`config.mk`:
```
export PLATFORM = sky130hd
export DESIGN_NAME = tick_input_filter
export DESIGN_NICKNAME = d
export VERILOG_FILES = /design/src/rtl/tif_pkg.sv /design/src/rtl/tif_sync.sv /design/src/rtl/tif_strobe_gen.sv /design/src/rtl/tif_core.sv /design/src/rtl/tick_input_filter.sv
export SDC_FILE = /design/constraint.sdc
export NUM_CORES = 1
export LEC_CHECK = 0
export ABC_AREA = 1
export BUFFER_PORTS_ARGS = -buffer_cell sky130_fd_sc_hd__buf_2
export CAP_MARGIN = 20
export CORE_UTILIZATION = 30
export CTS_CLUSTER_DIAMETER = 120
export DETAILED_ROUTE_END_ITERATION = 10
export PLACE_DENSITY = 0.49
export SLEW_MARGIN = 20
export SYNTH_ARGS = -nofsm -noshare
export SYNTH_HDL_FRONTEND = slang
export SYNTH_SLANG_ARGS = --single-unit
```
`constraint.sdc`:
```
create_clock -name clk_i -period 1.25 [get_ports clk_i]
set_input_delay 0 -clock clk_i [delete_from_list [all_inputs] [get_ports clk_i]]
set_output_delay 0 -clock clk_i [all_outputs]
set_load 0.005 [all_outputs]
```
`src/rtl/tif_pkg.sv`:
```
package tif_pkg;

  typedef enum logic {
    MODE_INTEG = 1'b0,
    MODE_PAIR  = 1'b1
  } filt_mode_e;

  typedef enum logic {
    SRC_SHARED = 1'b0,
    SRC_HALF   = 1'b1
  } strobe_src_e;

  // Two-sample rule: accept a new level when both samples agree on it
  function automatic logic pair_level(input logic smp, input logic hist,
                                      input logic lvl);
    logic res;
    res = lvl;
    if ((smp == hist) && (smp != lvl)) res = smp;
    return res;
  endfunction

  // Rising-edge test on a level and its delayed copy
  function automatic logic rise_of(input logic now_lvl, input logic old_lvl);
    return now_lvl & ~old_lvl;
  endfunction

endpackage

```
`src/rtl/tif_sync.sv`:
```
module tif_sync #(
  parameter int unsigned STAGES = 2
) (
  input  logic clk_i,
  input  logic rst_ni,
  input  logic d_i,
  output logic q_o
);
  logic [STAGES-1:0] chain_q;

  generate
    genvar g;
    for (g = 0; g < STAGES; g++) begin : g_stage
      if (g == 0) begin : g_first
        always_ff @(posedge clk_i or negedge rst_ni) begin
          if (!rst_ni) chain_q[0] <= 1'b0;
          else         chain_q[0] <= d_i;
        end
      end else begin : g_next
        always_ff @(posedge clk_i or negedge rst_ni) begin
          if (!rst_ni) chain_q[g] <= 1'b0;
          else         chain_q[g] <= chain_q[g-1];
        end
      end
    end
  endgenerate

  assign q_o = chain_q[STAGES-1];
endmodule

```
`src/rtl/tif_strobe_gen.sv`:
```
module tif_strobe_gen
  import tif_pkg::*;
(
  input  logic clk_i,
  input  logic rst_ni,
  input  logic src_i,
  input  logic ext_strobe_i,
  output logic strobe_o,
  output logic half_o
);
  logic toggle_q;

  always_ff @(posedge clk_i or negedge rst_ni) begin
    if (!rst_ni) toggle_q <= 1'b0;
    else         toggle_q <= ~toggle_q;
  end

  assign half_o = toggle_q;

  always_comb begin
    unique case (strobe_src_e'(src_i))
      SRC_HALF:   strobe_o = toggle_q;
      default:    strobe_o = ext_strobe_i;
    endcase
  end
endmodule

```
`src/rtl/tif_core.sv`:
```
module tif_core
  import tif_pkg::*;
#(
  parameter int unsigned CNT_W = 2
) (
  input  logic             clk_i,
  input  logic             rst_ni,
  input  logic             strobe_i,
  input  logic             smp_i,
  input  logic             mode_i,
  output logic [CNT_W-1:0] cnt_o,
  output logic             hist_o,
  output logic             level_o
);
  localparam logic [CNT_W-1:0] CNT_MAX  = {CNT_W{1'b1}};
  localparam logic [CNT_W-1:0] CNT_ZERO = '0;
  localparam logic [CNT_W-1:0] CNT_ONE  = CNT_W'(1);

  // Saturating up/down step
  function automatic logic [CNT_W-1:0] integ_step(input logic [CNT_W-1:0] c,
                                                  input logic up);
    logic [CNT_W-1:0] r;
    r = c;
    if (up && (c != CNT_MAX))        r = c + CNT_ONE;
    else if (!up && (c != CNT_ZERO)) r = c - CNT_ONE;
    return r;
  endfunction

  // Hysteretic level from the updated count
  function automatic logic integ_level(input logic [CNT_W-1:0] c,
                                       input logic lvl);
    logic r;
    r = lvl;
    if (c == CNT_MAX)       r = 1'b1;
    else if (c == CNT_ZERO) r = 1'b0;
    return r;
  endfunction

  logic [CNT_W-1:0] cnt_q, cnt_d;
  logic             hist_q;
  logic             level_q, level_d;

  always_comb begin
    cnt_d = integ_step(cnt_q, smp_i);
    unique case (filt_mode_e'(mode_i))
      MODE_PAIR: level_d = pair_level(smp_i, hist_q, level_q);
      default:   level_d = integ_level(cnt_d, level_q);
    endcase
  end

  always_ff @(posedge clk_i or negedge rst_ni) begin
    if (!rst_ni) begin
      cnt_q   <= CNT_ZERO;
      hist_q  <= 1'b0;
      level_q <= 1'b0;
    end else if (strobe_i) begin
      cnt_q   <= cnt_d;
      hist_q  <= smp_i;
      level_q <= level_d;
    end
  end

  assign cnt_o   = cnt_q;
  assign hist_o  = hist_q;
  assign level_o = level_q;
endmodule

```
`src/rtl/tick_input_filter.sv`:
```
module tick_input_filter
  import tif_pkg::*;
#(
  parameter int unsigned SYNC_STAGES = 2,
  parameter int unsigned CNT_W       = 2
) (
  input  logic clk_i,
  input  logic rst_ni,
  input  logic raw_i,
  input  logic strobe_sel_i,
  input  logic mode_sel_i,
  input  logic ext_strobe_i,
  output logic level_o,
  output logic rise_o
);
  // Named internal events for the checker
  logic             sync_w;
  logic             strobe_w;
  logic             half_w;
  logic [CNT_W-1:0] cnt_w;
  logic             hist_w;
  logic             level_w;
  logic             level_prev_q;

  tif_sync #(.STAGES(SYNC_STAGES)) u_sync (
    .clk_i (clk_i),
    .rst_ni(rst_ni),
    .d_i   (raw_i),
    .q_o   (sync_w)
  );

  tif_strobe_gen u_strobe (
    .clk_i       (clk_i),
    .rst_ni      (rst_ni),
    .src_i       (strobe_sel_i),
    .ext_strobe_i(ext_strobe_i),
    .strobe_o    (strobe_w),
    .half_o      (half_w)
  );

  tif_core #(.CNT_W(CNT_W)) u_core (
    .clk_i   (clk_i),
    .rst_ni  (rst_ni),
    .strobe_i(strobe_w),
    .smp_i   (sync_w),
    .mode_i  (mode_sel_i),
    .cnt_o   (cnt_w),
    .hist_o  (hist_w),
    .level_o (level_w)
  );

  always_ff @(posedge clk_i or negedge rst_ni) begin
    if (!rst_ni) level_prev_q <= 1'b0;
    else         level_prev_q <= level_w;
  end

  assign level_o = level_w;
  assign rise_o  = rise_of(level_w, level_prev_q);
endmodule

```
==> results.sh, run 1 <==
export IMPL_outcome="complete, no violations"
export IMPL_postLayoutCoreUtil=0.4600
export IMPL_multiInputGateArea_um2=172.7
export IMPL_crit_slowest_cell="dfrtp_1"
export IMPL_fin_ws_ns=0.03877
export IMPL_synthArstFlopShare=1.000
export IMPL_synth_simple_area_share=0.2620
export IMPL_antenna_found_initial=0
export IMPL_cts_root_buf="clkbuf_4"
export IMPL_gp_congestion=0.7142
export IMPL_p_leak_nw=0.3000
export IMPL_tns_ns=0
export IMPL_synthCells=50
export IMPL_regArea_um2=200.2
export IMPL_cp_cell_sequence="inv_2, ha_4, inv_1, nand2_1, nand3_1, nand2_1, nand2_1, nand2_1, nand3_2, nand2_1, inv_1"
export IMPL_yosysSeqAreaShare=0.5112
export IMPL_drcViolationCount=0
export IMPL_grt_pass1_vias=296
export IMPL_cpPeakStageDelay_ns=0.40
export IMPL_synth_compound_area_frac=0.05751
export IMPL_power_total_mw=1.057
export IMPL_reg2reg_from="u_core.cnt_o[0]"
export IMPL_drt_wirelength_per_cell_um=8.481
export IMPL_syn_nets=58
export IMPL_cts_reportedPaths_clkPinSlew_ns=0.05
export IMPL_insertion_delay_ns=0.24
export IMPL_crit_family="simple AND/OR/NAND/NOR gates"
export IMPL_synth_edff_count=0
export IMPL_cp_startpoint="u_core.cnt_o[0]"
export IMPL_end_kind="flop"
export IMPL_clock_sinks=8
export IMPL_max_cap_violations=0
export IMPL_track_usage=0.1213
export IMPL_tightest_slew_ns=0.2066
export IMPL_max_freq_mhz=825.6
export IMPL_maxSlewViolCount=0
export IMPL_fin_worst_skew_ns=0.0009405
export IMPL_synth_area_leaders="dfrtp_1, nand2_1, inv_1, ha_1, nand3_1"
export IMPL_h_tree_depth=1
export IMPL_grt_pass1_wl_um=1152
export IMPL_fin_nets=75
export IMPL_synth_top_cell_area_share=0.5112
export IMPL_routed_wl_um=670
export IMPL_finalCritPeriodShare=0.9690
export IMPL_crit_path_frequent_cell="nand2_1"
export IMPL_initial_core_util=0.3387
export IMPL_pin_count=8
export IMPL_core_area_um2=1156
export IMPL_num_fill_cells=110
export IMPL_slew_limit_headroom=0.8623
export IMPL_antenna_left=0
export IMPL_hold_ws_ns=0.06111
export IMPL_numPortBuffers=7
export IMPL_hp_start="mode_sel_i"
export IMPL_ys_seq_elements=8
export IMPL_hpwl_um=496.7
export IMPL_die_y_um=38.13
export IMPL_cp_max_fo=3
export IMPL_cts_tree="yes"
export IMPL_timing_worst_setup_path_type="reg -> reg"
export IMPL_synthDistinctLibCells=10
export IMPL_dr_total_vias=340
export IMPL_cts_made_buffers=3
export IMPL_synth_ff_type="dfrtp_1"
export IMPL_synth_most_common_cell="nand2_1"
export IMPL_grt_max_degree=9
export IMPL_dr_pass1_iters=4
export IMPL_cp_data_arrival_time_ns=1.35
export IMPL_fp_dieW_um=38.13
export IMPL_yosysTopAreaCell="dfrtp_1"
export IMPL_insertedDiodeCount=0
export IMPL_synth_mux_area_frac=0
export IMPL_viasPerCell=4.304
export IMPL_worstPathRequired_ns=1.39
export IMPL_vdd_ir_drop_max_mv=0.7339
export IMPL_yosys_warnings=0
export IMPL_placementRows=12
export IMPL_layout_drive_gt1_share=0.3538
export IMPL_dieArea_um2=1454
export IMPL_synth_top_family_by_area="simple AND/OR/NAND/NOR gates"
export IMPL_setup_viol=0
export IMPL_powerDensity_nw_per_um2=1988
export IMPL_dpl_worst_slack_ns=-0.02160
export IMPL_hold_viol=0
export IMPL_grt_overflow_total=0
export IMPL_avgSynthCellArea_um2=7.833
export IMPL_syn_cell_area_um2=391.6
export IMPL_synthAdderAreaFrac=0.06390
export IMPL_startpoint_type="flop"
export IMPL_drt_iter0_drc=7
export IMPL_min_path_type="in -> reg"
export IMPL_rsz0062_at_grt="yes"
export IMPL_ys_top_cells_by_count="nand2_1, inv_1, dfrtp_1"
export IMPL_path_buf_inv=3
export IMPL_clockBufferDepth=2
export IMPL_synth_xor_area_frac=0
export IMPL_period_minus_slack_ns=1.211
export IMPL_syn_to_final_growth_pct=35.78
-- layer usage --
| metal | GRT usage | up-vias | wire (um) |
|---|---|---|---|
| met3 | 0.01744 | 2 | 17 |
| met4 | 0.1071 | 0 | 11 |
| met5 | 0 | - | 0 |
| met1 | 0.1642 | 152 | 331 |
| met2 | 0.1653 | 4 | 310 |
| li1 | - | 182 | - |
-- power breakdown --
| part | switching (mW) | internal [mW] | leakage, nW | total (mW) |
|---|---|---|---|---|
| Clock | 0.0793 | 0.109 | 0.0138 | 0.189 |
| Combinational | 0.248 | 0.239 | 0.195 | 0.487 |
| Sequential | 0.0516 | 0.330 | 0.0917 | 0.382 |
-- cells by family (layout without fill, tap and decap cells) --
kind of cell,count (synthesis),after routing
compound gates,4,4
fa+ha+maj,2,2
buf+inv,11,26
flops,8,8
simple gates,25,25
-- cell usage in the layout (no fill, tap or decap) --
master / Yosys / layout
nand2_1: 16 / 15
dfrtp_1: 8 / 8
inv_1: 10 / 7
buf_2: 0 / 7
inv_2: 1 / 4
nor2_1: 4 / 4
nand2_2: 2 / 3
o21ai_0: 3 / 3
clkbuf_4: 0 / 3
buf_4: 0 / 3
nand3_1: 3 / 2
dlygate4sd3_1: 0 / 2
o21a_1: 1 / 1
nand3_2: 0 / 1
ha_4: 0 / 1
ha_2: 0 / 1
-- stage by stage --
stage               cells  area (um2)
floorplan              50       391.6
CTS                    79       524.3
global route           79       531.8
detailed placement     73       459.2
finish                 79       531.8
global placement       73       459.2
-- layout make-up --
type,count,area share
multi-input cells,31,0.3247
flip-flops and latches,8,0.3765
clock buffers,3,0.04235
well taps,14,0.03294
inverters,11,0.07765
repair buffers,12,0.1459
-- tightest hold or removal path, stage by stage --
cell and delay [ns]:
buf_2 0.09, inv_1 0.04, nand3_2 0.06, nand2_1 0.04
inv_1 0.04
-- registers in the layout (all words and copies together), names as in the netlist --
signal	count
u_core.cnt_o	2
u_strobe.half_o	1
u_core.level_o	1
level_prev_q	1
u_core.hist_o	1
u_sync.chain_q	1
u_sync.q_o	1
-- worst paths after layout --
path | end | slack, ns | cells past startpoint
setup / recovery | u_core.level_o | 0.04 | 11
hold / removal | u_core.level_o | 0.06 | 5
max in group asynchronous | u_core.hist_o | 0.97 | 2
hold reg to reg | u_sync.q_o | 0.35 | 0
setup reg to reg | u_core.level_o | 0.04 | 11
min in group asynchronous | u_core.cnt_o[1] | 0.12 | 2
-- timing repair --
item                                    in CTS  in global routing
hold endpoints to repair                     9                  0
buffers inserted                             1                  0
endpoints found under the setup margin       1                  1
pin swaps                                    1                  5
hold buffers                                 2                  0
resized for setup                            5                  3
No activity file was read; power rests on OpenSTA's default activity.
==> run 2: changes to the inputs <==
--- a/config.mk
+++ b/config.mk
@@ -5,13 +5,13 @@
 export SDC_FILE = /design/constraint.sdc
 export NUM_CORES = 1
 export LEC_CHECK = 0
-export ABC_AREA = 1
 export BUFFER_PORTS_ARGS = -buffer_cell sky130_fd_sc_hd__buf_2
 export CAP_MARGIN = 20
-export CORE_UTILIZATION = 30
+export CORE_AREA = 2 2 39 41
 export CTS_CLUSTER_DIAMETER = 120
 export DETAILED_ROUTE_END_ITERATION = 10
-export PLACE_DENSITY = 0.49
+export DIE_AREA = 0 0 41 43
+export PLACE_DENSITY = 0.46
 export SLEW_MARGIN = 20
 export SYNTH_ARGS = -nofsm -noshare
 export SYNTH_HDL_FRONTEND = slang
==> run 2 against run 1 <==
Die area rose by 21%. Largest power group unchanged. Wire length grew 13%. Critical path type unchanged. The flow now finishes with violations (setup timing). Non-clock buffer count increased by 3. Synthesized area down 5.1%. Cell area up 4.9%. Combinational power is 31% higher.
==> results.sh, run 2 <==
export IMPL_outcome="finished with violations"
export IMPL_violations="setup timing"
export IMPL_syn_nets=40
export IMPL_synth_edff_count=0
export IMPL_drt_iter0_drc=3
export IMPL_startpoint_type="flop"
export IMPL_insertion_delay_ns=0.26
export IMPL_slew_limit_headroom=0.8803
export IMPL_gp_congestion=0.7778
export IMPL_largest_reg_flops=2
export IMPL_yosysTopAreaCell="dfrtp_1"
export IMPL_synth_ff_type="dfrtp_1"
export IMPL_syn_cell_area_um2=371.6
export IMPL_synthDistinctLibCells=17
export IMPL_maxSlewViolCount=0
export IMPL_ys_seq_elements=8
export IMPL_cp_data_arrival_time_ns=1.45
export IMPL_synthCells=32
export IMPL_clock_sinks=8
export IMPL_min_path_type="in -> reg"
export IMPL_max_freq_mhz=757.6
export IMPL_die_y_um=43
export IMPL_layout_drive_gt1_share=0.5400
export IMPL_r2r_end="u_core.cnt_o[0]"
export IMPL_layout_commonest_cell="dfrtp_1"
export IMPL_core_area_um2=1384
export IMPL_crit_end="u_core.cnt_o[0]"
export IMPL_fp_dieW_um=41
export IMPL_yosys_warnings=0
export IMPL_cts_made_buffers=3
export IMPL_drcViolationCount=0
export IMPL_placementRows=14
export IMPL_synth_area_leaders="dfrtp_1, ha_1, xnor2_1, inv_1, mux2_4"
export IMPL_initial_core_util=0.2685
export IMPL_ys_top_cells_by_count="dfrtp_1, inv_1"
export IMPL_timing_worst_setup_path_type="reg -> reg"
export IMPL_syn_to_final_growth_pct=50.17
export IMPL_rsz0062_at_grt="yes"
export IMPL_grt_pass1_wl_um=1366
export IMPL_clockBufferDepth=2
export IMPL_grt_pass1_vias=332
export IMPL_antenna_left=0
export IMPL_mostFrequentLayoutCells="dfrtp_1, buf_2, buf_4"
export IMPL_r2r_slack_ns=-0.07
export IMPL_vdd_ir_drop_max_mv=0.8685
export IMPL_fin_nets=60
export IMPL_p_leak_nw=0.2678
export IMPL_synth_most_common_cell="dfrtp_1"
export IMPL_h_tree_depth=1
export IMPL_fin_worst_skew_ns=0.01109
export IMPL_cp_max_fo=3
export IMPL_hold_viol=0
export IMPL_antenna_found_initial=0
export IMPL_grt_overflow_total=0
export IMPL_yosysSeqAreaShare=0.5387
export IMPL_tns_ns=-0.09537
export IMPL_track_usage=0.1208
export IMPL_worstPathRequired_ns=1.38
export IMPL_reg2reg_from="u_core.cnt_o[1]"
export IMPL_synth_top_cell_area_share=0.5387
export IMPL_viasPerCell=4.470
export IMPL_finalCritPeriodShare=1.056
export IMPL_cts_reportedPaths_clkPinSlew_ns=0.06
export IMPL_hpwl_um=482.4
export IMPL_cts_root_buf="clkbuf_4"
export IMPL_pin_count=8
export IMPL_routed_wl_um=754
export IMPL_tightest_slew_ns=0.1758
export IMPL_dieArea_um2=1763
export IMPL_dr_total_vias=295
export IMPL_reg2reg_depth=6
export IMPL_dr_pass1_iters=2
export IMPL_end_kind="flop"
export IMPL_setup_viol=2
export IMPL_period_minus_slack_ns=1.320
export IMPL_avgSynthCellArea_um2=11.61
export IMPL_grt_max_degree=9
export IMPL_numPortBuffers=7
export IMPL_cts_tree="yes"
export IMPL_synthArstFlopShare=1.000
export IMPL_fin_ws_ns=-0.06992
export IMPL_max_cap_violations=0
export IMPL_cp_startpoint="u_core.cnt_o[1]"
export IMPL_drt_wirelength_per_cell_um=11.42
export IMPL_powerDensity_nw_per_um2=2204
export IMPL_dpl_worst_slack_ns=-0.1164
export IMPL_insertedDiodeCount=0
run 2: changes by cell type in the layout (fill, tap and decap cells not counted), moves of 2 or more:
cell	change
a21oi_2	+2
buf_4	+3
inv_1	-4
inv_2	-3
nand2_1	-13
nand2_2	-3
nand3_1	-2
nor2_1	-2
o21ai_0	-3
run 2: logic make-up (layout without fill, tap and decap cells):
| kind of cell | count (synthesis) | count (layout) | synth area share |
|---|---|---|---|
| flip-flops | 8 | 8 | 0.5387 |
| AND/OR/NAND/NOR | 7 | 7 | 0.08757 |
| XOR/XNOR | 2 | 2 | 0.04715 |
| AO/OA/AOI/OAI | 6 | 6 | 0.1212 |
| multiplexers | 3 | 3 | 0.09763 |
| adder cells (fa/ha/maj) | 2 | 2 | 0.06733 |
| buffers and inverters | 4 | 22 | 0.04039 |
run 2: where the power goes:
part	total (mW)	leakage [nW]	internal, mW	switching (mW)
Sequential	0.389	0.0923	0.330	0.0591
Combinational	0.636	0.162	0.371	0.265
Clock	0.205	0.0138	0.110	0.0943
run 2: what timing repair did:
| item | in CTS | in global routing |
|---|---|---|
| hold endpoints to repair | 9 | 0 |
| pin swaps | 3 | 3 |
| resized for setup | 3 | 3 |
| hold buffers | 2 | 0 |
| setup buffers | 3 | 0 |
| setup endpoints to repair | 1 | 3 |
run 2: metrics by stage:
step                      instances    util  hold slack, ns  cell area (um2)  total power [mW]
after floorplan                  32       -         -0.2956            379.1            0.6697
after global placement           58  0.3300         -0.1535            456.7            0.7951
after detailed placement         58  0.3300         -0.1471            456.7            0.8131
after CTS                        66  0.3888         0.06376            538.0             1.150
after global routing             66  0.4033          0.1025            558.0             1.343
final                            66  0.4033         0.06465            558.0             1.230
run 2: cell type report:
cell class,instances,area [um2]
clock buffer,3,22.52
fill,143,825.8
inverter,4,15.01
multi-input combinational,20,200.2
sequential,8,200.2
tap,16,20.02
timing repair buffer,15,100.1
run 2: worst min-delay path by stage:
stage | depth (start not counted) | slack (ns) | to | start
2_1_floorplan | 0 | -0.30 | level_prev_q | rst_ni
3_3_place_gp | 1 | -0.15 | level_prev_q | rst_ni
3_5_place_dp | 1 | -0.15 | level_prev_q | rst_ni
4_1_cts | 3 | 0.06 | u_core.level_o | mode_sel_i
5_1_grt | 3 | 0.10 | u_core.level_o | mode_sel_i
6_report | 3 | 0.06 | u_core.level_o | mode_sel_i
run 2: layer usage:
| layer | vias to the layer above | global-route usage | routed length, um |
|---|---|---|---|
| met2 | 7 | 0.1813 | 391 |
| li1 | 142 | - | - |
| met1 | 144 | 0.1433 | 313 |
| met4 | 0 | 0.06000 | 8 |
| met5 | - | 0 | 0 |
| met3 | 2 | 0.04712 | 39 |
run 2: worst max-delay path, stage by stage, from the launching register on:
cell	delay (ns)
dfrtp_1	0.40
ha_2	0.22
mux2i_4	0.18
buf_4	0.14
buf_4	0.09
nand2_1	0.05
xnor2_1	0.12
